===== config.mk =====
export PLATFORM = sky130hd
export DESIGN_NAME = pmp_csr_bank
export DESIGN_NICKNAME = d
export VERILOG_FILES = /design/src/rtl/pmp_csr_bank.sv
export SDC_FILE = /design/constraint.sdc
export NUM_CORES = 2
export LEC_CHECK = 0
export BUFFER_PORTS_ARGS = -buffer_cell sky130_fd_sc_hd__buf_4
export CORE_AREA = 2 2 280 282
export CTS_CLUSTER_DIAMETER = 100
export CTS_CLUSTER_SIZE = 20
export DETAILED_ROUTE_END_ITERATION = 8
export DIE_AREA = 0 0 282 284
export PLACE_DENSITY = 0.77
export SLEW_MARGIN = 20
export SYNTH_ARGS = -nofsm -noshare
export SYNTH_HDL_FRONTEND = slang
export SYNTH_SLANG_ARGS = --single-unit

===== constraint.sdc =====
create_clock -name clk -period 7.8 [get_ports clk]
set_input_delay 0.78 -clock clk [delete_from_list [all_inputs] [get_ports clk]]
set_output_delay 0.78 -clock clk [all_outputs]
set_load 0.02 [all_outputs]

===== src/rtl/pmp_csr_bank.sv =====
module pmp_csr_bank #(
  parameter int N_ENT = 16,
  parameter int AW    = 32,
  parameter int IDX_W = 6
) (
  input  logic                   clk,
  input  logic                   rst_n,
  input  logic                   csr_we,
  input  logic [1:0]             csr_sel,
  input  logic [IDX_W-1:0]       csr_idx,
  input  logic [31:0]            csr_wdata,
  output logic [31:0]            csr_rdata,
  output logic [N_ENT*8-1:0]     entry_cfg_o,
  output logic [N_ENT*AW-1:0]    entry_addr_o,
  output logic [$clog2(N_ENT+1)-1:0] active_cnt_o,
  output logic                   sec_mml_o,
  output logic                   sec_mmwp_o,
  output logic                   sec_rlb_o,
  output logic                   flush_o
);
  localparam int CW = $clog2(N_ENT+1);
  localparam logic [1:0] SEL_CFG = 2'd0, SEL_ADR = 2'd1, SEL_SEC = 2'd2;
  localparam logic [1:0] MODE_TOR = 2'd1;

  logic [7:0]    cfg_q  [N_ENT];
  logic [7:0]    cfg_d  [N_ENT];
  logic [AW-1:0] addr_q [N_ENT];
  logic [AW-1:0] addr_d [N_ENT];
  logic mml_q, mmwp_q, rlb_q, mml_d, mmwp_d, rlb_d, chg;
  logic [N_ENT-1:0] ro, lk, tor_guard;

  function automatic logic bad_code(input logic [7:0] v, input logic mml, input logic rlb);
    logic [3:0] c;
    c = {v[7], v[0], v[1], v[2]};
    return mml && !rlb && (c == 4'd9 || c == 4'd10 || c == 4'd11 || c == 4'd13);
  endfunction

  for (genvar e = 0; e < N_ENT; e++) begin : g_ent
    assign lk[e] = cfg_q[e][7];
    assign ro[e] = cfg_q[e][7] & ~rlb_q;
    if (e + 1 < N_ENT) begin : g_nb
      assign tor_guard[e] = ro[e+1] && (cfg_q[e+1][4:3] == MODE_TOR);
    end else begin : g_last
      assign tor_guard[e] = 1'b0;
    end
    assign entry_cfg_o[e*8 +: 8]    = cfg_q[e];
    assign entry_addr_o[e*AW +: AW] = addr_q[e];
  end

  always_comb begin
    cfg_d  = cfg_q;
    addr_d = addr_q;
    mml_d  = mml_q;
    mmwp_d = mmwp_q;
    rlb_d  = rlb_q;
    chg    = 1'b0;
    if (csr_we) begin
      case (csr_sel)
        SEL_CFG: begin
          for (int e = 0; e < N_ENT; e++) begin
            if (int'(csr_idx) == e / 4) begin
              if (csr_wdata[(e%4)*8 +: 8] != cfg_q[e] && !ro[e] &&
                  !bad_code(csr_wdata[(e%4)*8 +: 8], mml_q, rlb_q)) begin
                cfg_d[e] = csr_wdata[(e%4)*8 +: 8];
                chg = 1'b1;
              end
            end
          end
        end
        SEL_ADR: begin
          for (int e = 0; e < N_ENT; e++) begin
            if (int'(csr_idx) == e && csr_wdata[AW-1:0] != addr_q[e] &&
                !ro[e] && !tor_guard[e]) begin
              addr_d[e] = csr_wdata[AW-1:0];
              chg = 1'b1;
            end
          end
        end
        SEL_SEC: begin
          mml_d  = mml_q  | csr_wdata[0];
          mmwp_d = mmwp_q | csr_wdata[1];
          rlb_d  = csr_wdata[2] & (rlb_q | ~(|lk));
          chg    = (mml_d != mml_q) || (mmwp_d != mmwp_q) || (rlb_d != rlb_q);
        end
        default: ;
      endcase
    end
  end

  always_ff @(posedge clk) begin
    if (!rst_n) begin
      for (int e = 0; e < N_ENT; e++) begin
        cfg_q[e]  <= '0;
        addr_q[e] <= '0;
      end
      mml_q   <= 1'b0;
      mmwp_q  <= 1'b0;
      rlb_q   <= 1'b0;
      flush_o <= 1'b0;
    end else begin
      cfg_q   <= cfg_d;
      addr_q  <= addr_d;
      mml_q   <= mml_d;
      mmwp_q  <= mmwp_d;
      rlb_q   <= rlb_d;
      flush_o <= chg;
    end
  end

  always_comb begin
    active_cnt_o = '0;
    for (int e = 0; e < N_ENT; e++)
      active_cnt_o = active_cnt_o + CW'(cfg_q[e][4:3] != 2'd0);
  end

  always_comb begin
    csr_rdata = '0;
    case (csr_sel)
      SEL_CFG:
        for (int e = 0; e < N_ENT; e++)
          if (int'(csr_idx) == e / 4) csr_rdata[(e%4)*8 +: 8] = cfg_q[e];
      SEL_ADR:
        for (int e = 0; e < N_ENT; e++)
          if (int'(csr_idx) == e) csr_rdata[AW-1:0] = addr_q[e];
      SEL_SEC: csr_rdata[2:0] = {rlb_q, mmwp_q, mml_q};
      default: ;
    endcase
  end

  assign sec_mml_o  = mml_q;
  assign sec_mmwp_o = mmwp_q;
  assign sec_rlb_o  = rlb_q;
endmodule



=== After elaboration in Yosys (flattened, before gate mapping) ===
Cells that the tools add are included.

* Order comparisons: 0
* Div/mod/pow operators: 0
* Reduce and logical (&&, ||, !) cells: 202
* Bitwise logic cells: 22
* $mul: 0
* Muxes and demuxes: 95
* Equal/unequal tests: 83
* Shift operators: 0
* $add $sub $neg: 15

{| class="wikitable"
|+ Operators with widths
! cell !! number
|-
| 2-to-1 mux 32 bit || 16
|-
| != test 32 bit || 16
|-
| 2-to-1 mux 8 bit || 16
|-
| != test 8 bit || 16
|-
| logical AND 1 bit || 99
|-
| equality test 4 bit, second input constant || 16
|-
| AND reduction 4 bit || 16
|-
| 2-to-1 mux 1 bit || 60
|-
| one-hot mux 29 bit (2 select lines) || 1
|-
| adder 5 x 1 -> 5 bit || 11
|-
| equality test 6 x 5 -> 1 bit, second input constant || 8
|-
| AND reduction 3 bit || 16
|-
| zero test 1 bit || 36
|-
| equality test 2 x 1 -> 1 bit, second input constant || 16
|-
| nonzero test 2 bit || 16
|-
| equality test 6 x 4 -> 1 bit, second input constant || 4
|-
| bitwise AND 1 bit || 17
|-
| OR reduction 16 bit || 1
|-
| logical OR 1 bit || 14
|-
| equality test 6 x 3 -> 1 bit, second input constant || 2
|-
| one-hot mux 3 bit (3 select lines) || 1
|-
| equality test 6 x 2 -> 1 bit, second input constant || 1
|-
| zero test 6 bit || 1
|-
| adder 4 x 1 -> 5 bit || 1
|-
| other kinds (10) || 16
|}

* Flip-flop bits (word level): 644
* Latch bits: 0
* Output and inout bits: 681
* Memory bits (read-only): 0
* Bits in writable memories: 0
* Memories kept: 0
* Bits of input ports: 43
* Logic and storage cells: 453

=== Longest topological paths before layout ===
* Word-level depth: 52
* Gate-level depth with buffers: 12
* Depth with buffers taken out: 12

=== Least setup slack after synthesis ===
OpenSTA, ideal clock, no wires.

* Kind: flip-flop to output port
* Start point: register cfg_q (netlist bit entry_cfg_o[123])
* End point: output active_cnt_o[2]
* Slack: 3.199 ns
* Data required time: 7.020 ns
* Cell stages (with the launch flop): 12
* Data arrival time: 3.821 ns
* Path buffers: 0
* Cell sequence: dfxtp_1 -> or2_2 -> fa_1 -> fa_1 -> inv_1 -> fa_1 -> fa_1 -> inv_1 -> ha_1 -> inv_1 -> fa_1 -> xnor2_1

* Cells in the longest elaborated chain, start to end: 2

{| class="wikitable"
|+ RTL lines
! what !! RTL line !! source
|-
| start: declaration || 25 || <nowiki>logic [7:0] cfg_q [N_ENT];</nowiki>
|-
| start signal: assignment || 101 || <nowiki>cfg_q <= cfg_d;</nowiki>
|-
| nonzero test 2 bit || 113 || <nowiki>active_cnt_o = active_cnt_o + CW'(cfg_q[e][4:3] != 2'd0);</nowiki>
|-
| adder 5 x 1 -> 5 bit || 113 ||
|-
| end: declaration || 15 || <nowiki>output logic [$clog2(N_ENT+1)-1:0] active_cnt_o,</nowiki>
|}

No other way between the ends.

=== Final worst setup path ===
* Start point: input csr_idx[1]
* End point: output csr_rdata[5]

* Cells in the longest elaborated chain, start to end: 18
* Elaborated cells on any way between the ends: 37
* Those cells by class: eq/ne: 15; mux: 21; reduce/logical: 1

{| class="wikitable"
|+ RTL lines
! what !! RTL line !! source
|-
| start: declaration || 10 || <nowiki>input logic [IDX_W-1:0] csr_idx,</nowiki>
|-
| zero test 6 bit || 121, 124 ||
|-
| 2-to-1 mux 32 bit (16 in series) || 124 || <nowiki>if (int'(csr_idx) == e) csr_rdata[AW-1:0] = addr_q[e];</nowiki>
|-
| one-hot mux 29 bit (2 select lines) * || 118 || <nowiki>case (csr_sel)</nowiki>
|-
| end: declaration || 12 || <nowiki>output logic [31:0] csr_rdata,</nowiki>
|}

Every way passes the cells marked *; elsewhere a longest branch is shown, timed or not.

==> metrics.md <==
| Metric | Value |
|---|---|
| Area grow syn2layout | 18.3% |
| Share of cells above drive strength 1 | 20.1% |
| Drt initial violations | 7321 |
| Mapped Nets | 4064 |
| Total CTS buffers | 40 |
| Cts-stage hold buffer count | 0 |
| Initial core utilization | 48.6% |
| TritonCTS sink count | 644 |
| Synth area leader | dfxtp_1 |
| Post-synthesis instance total | 4006 |
| Most common library cells after synthesis | nor2b_1 (657), mux2i_1 (649), dfxtp_1 (644), xnor2_1 (610), clkbuf_1 (222) |
| DRT antenna net count | 0 |
| Post-synth EDFFs | 0 |
| Clock skew | 0.0324 ns |
| Worst hold slack | 0.564 ns |
| GP Congestion | 1.11 |
| Most common cell in the netlist | nor2b_1 |
| Total GRT Usage | 50.2% |
| Initial antenna violation count | 11 |
| Setup TNS Final | 0 ns |
| Vias in the first global route | 33600 |
| # rows | 102 |
| Dpl cell area | 0.0430 mm2 |
| Peak Freq | 166 MHz |
| Largest net degree at the start of global routing | 242 |
| DR DRC count | 18 |
| PwrDens | 141 mW/mm2 |
| Hold Path Class | register to register |
| Failing checks | design-rule violations |
| Worst slew pin tran | 1.38 ns |
| P_leak | 0.0186 uW |
| Share of the synthesized area in the top cell type | 34.5% |
| WL final | 209 mm |
| Min cycle time layout | 6.02 ns |
| Setup crit start kind | primary input |
| Reg2Reg Setup Slack | 3.46 ns |
| First-pass GRT wire length | 283 mm |
| Finished Core Util | 57.4% |
| Die ar. | 0.0801 mm2 |
| Vias/cell | 6.82 |
| Die width | 282 um |
| Clk pin slew, worst setup/hold paths | 0.09 ns |
| Critical setup path kind | primary input to output pin |
| CTS tree | done |
| Hold Fails Final Rpt | 0 |
| Post-layout nets | 4498 |
| Rel. slew slack | 8.10% |
| Vias | 37500 |
| Synth top area cells | dfxtp_1 (34%), mux2i_1 (17%), xnor2_1 (14%) |
| Core ar. | 0.0770 mm2 |
| Most used DFF post-synth | dfxtp_1 |
| Mean Syn Cell Area | 9.33 um2 |
| RSZ-0062 raised after global routing | false |
| H-tree levels | 2 |
| MaxCap Viol Count | 0 |
| Final Cell Area | 0.0442 mm2 |
| Root Driver | clkbuf_16 |
| Worst skew pair latency | 0.62 ns |
| CP max FO | 24 |
| Warnings from Yosys | 0 |
| Slew Limit Fails | 0 |
| PostCTS Resize Cnt | 0 |
| CP arrival | 5.24 ns |
| DR pass1 iterations | 9 |
| Total grt overflow | 0 |
| DR WL/cell | 38.1 um |
| Status | finished with violations |
| Crit. End Element | output pin |
| CTS max path bufs | 3 |
| Seq/Total Area, Yosys | 34.5% |
| Async set-reset flop share out of synthesis | 0% |
| Setup-failing EPs final | 0 |
| Post-CTS setup buffer count | 0 |
| Synth cell types | 65 |
| Final Cycle Share | 77.2% |
| Worst ir drop on vdd | 0.168 mV |
| I/O pin total | 724 |
| I/O Buffers | 723 |
| Die Span Y | 284 um |
| WP data required | 7.02 ns |
| Register bit total from synthesis | 644 |
| Post-DP HPWL | 154 mm |
| Cell area after synthesis | 0.0374 mm2 |
stage by stage:
stage | power, uW | std cells | setup slack (ns)
2_1_floorplan | 3800 | 4006 | 3.20
3_3_place_gp | 4030 | 5437 | 2.25
3_5_place_dp | 4030 | 5437 | 2.23
4_1_cts | 6180 | 5488 | 2.22
5_1_grt | 6320 | 5489 | 1.85
6_report | 6240 | 5495 | 1.78
final timing paths:
| kind | startpoint | endpoint | cells after the start |
|---|---|---|---|
| hold / removal | sec_mmwp_o | sec_mmwp_o | 2 |
| hold reg to reg | sec_mmwp_o | sec_mmwp_o | 2 |
| setup reg to reg | entry_addr_o[380] | flush_o | 7 |
| setup / recovery | csr_idx[1] | csr_rdata[5] | 11 |
kinds of logic (layout without fill, tap and decap cells):
family	after synthesis	count (layout)	synth area share, %
multiplexers	654	654	17.6
other	0	6	0
buffers and inverters	421	864	4.60
adder cells (fa/ha/maj)	15	15	0.703
AND/OR/NAND/NOR	1140	1140	18.1
XOR/XNOR	642	642	15.0
AO/OA/AOI/OAI	490	490	9.42
flip-flops	644	644	34.5
layer usage:
layer / track usage, % / vias up / share of wire [%]
met2: 69.0 / 3585 / 39
met1: 64.9 / 18200 / 37
met5: 0 / - / 0.038
met4: 33.4 / 12 / 8.9
met3: 18.8 / 839 / 15
li1: - / 14800 / -
registers in the layout, indices dropped and copies added, names as in the netlist:
name          cells
entry_addr_o    512
entry_cfg_o     128
sec_rlb_o         1
flush_o           1
sec_mmwp_o        1
sec_mml_o         1
cell usage in the layout, fill, tap and decap left out, drive strengths merged, types with 37 or more instances in the layout:
master and instances:
nand4 159, dfxtp 644, nor2 90, nor2b 657, clkbuf 46, mux2i 649, buf 774, xnor2 610
o21ai 59, a21oi 95, nor4 49, o221ai 37, a22oi 67, a222oi 51, nand2 104, inv 40
worst max-delay path, stage by stage:
cell and delay [ns]:
buf_4 0.18, or4b_1 0.84, nor3_4 0.79, buf_4 0.49, buf_4 0.36, a22oi_1 0.14
nand3_1 0.12, nor3_1 0.08, o211a_1 0.24, o21ai_0 0.89, buf_4 0.29
cell type report:
cell class / count / area [um2]
clock inverters: 6 / 87.6
diodes: 6 / 15.0
fillers: 7070 / 32700
repair buffers: 775 / 5840
flip-flops and latches: 644 / 12900
clock buffers: 45 / 1050
inverters: 38 / 143
multi-input cells: 2941 / 22900
well taps: 1040 / 1300
report_power, final:
part / switching [uW] / total, uW / internal (uW)
Sequential: 12.3 / 3300 / 3290
Clock: 1240 / 2240 / 1000
Combinational: 473 / 699 / 227
Total: 1720 / 6240 / 4520
No activity file was read; power rests on OpenSTA's default activity.
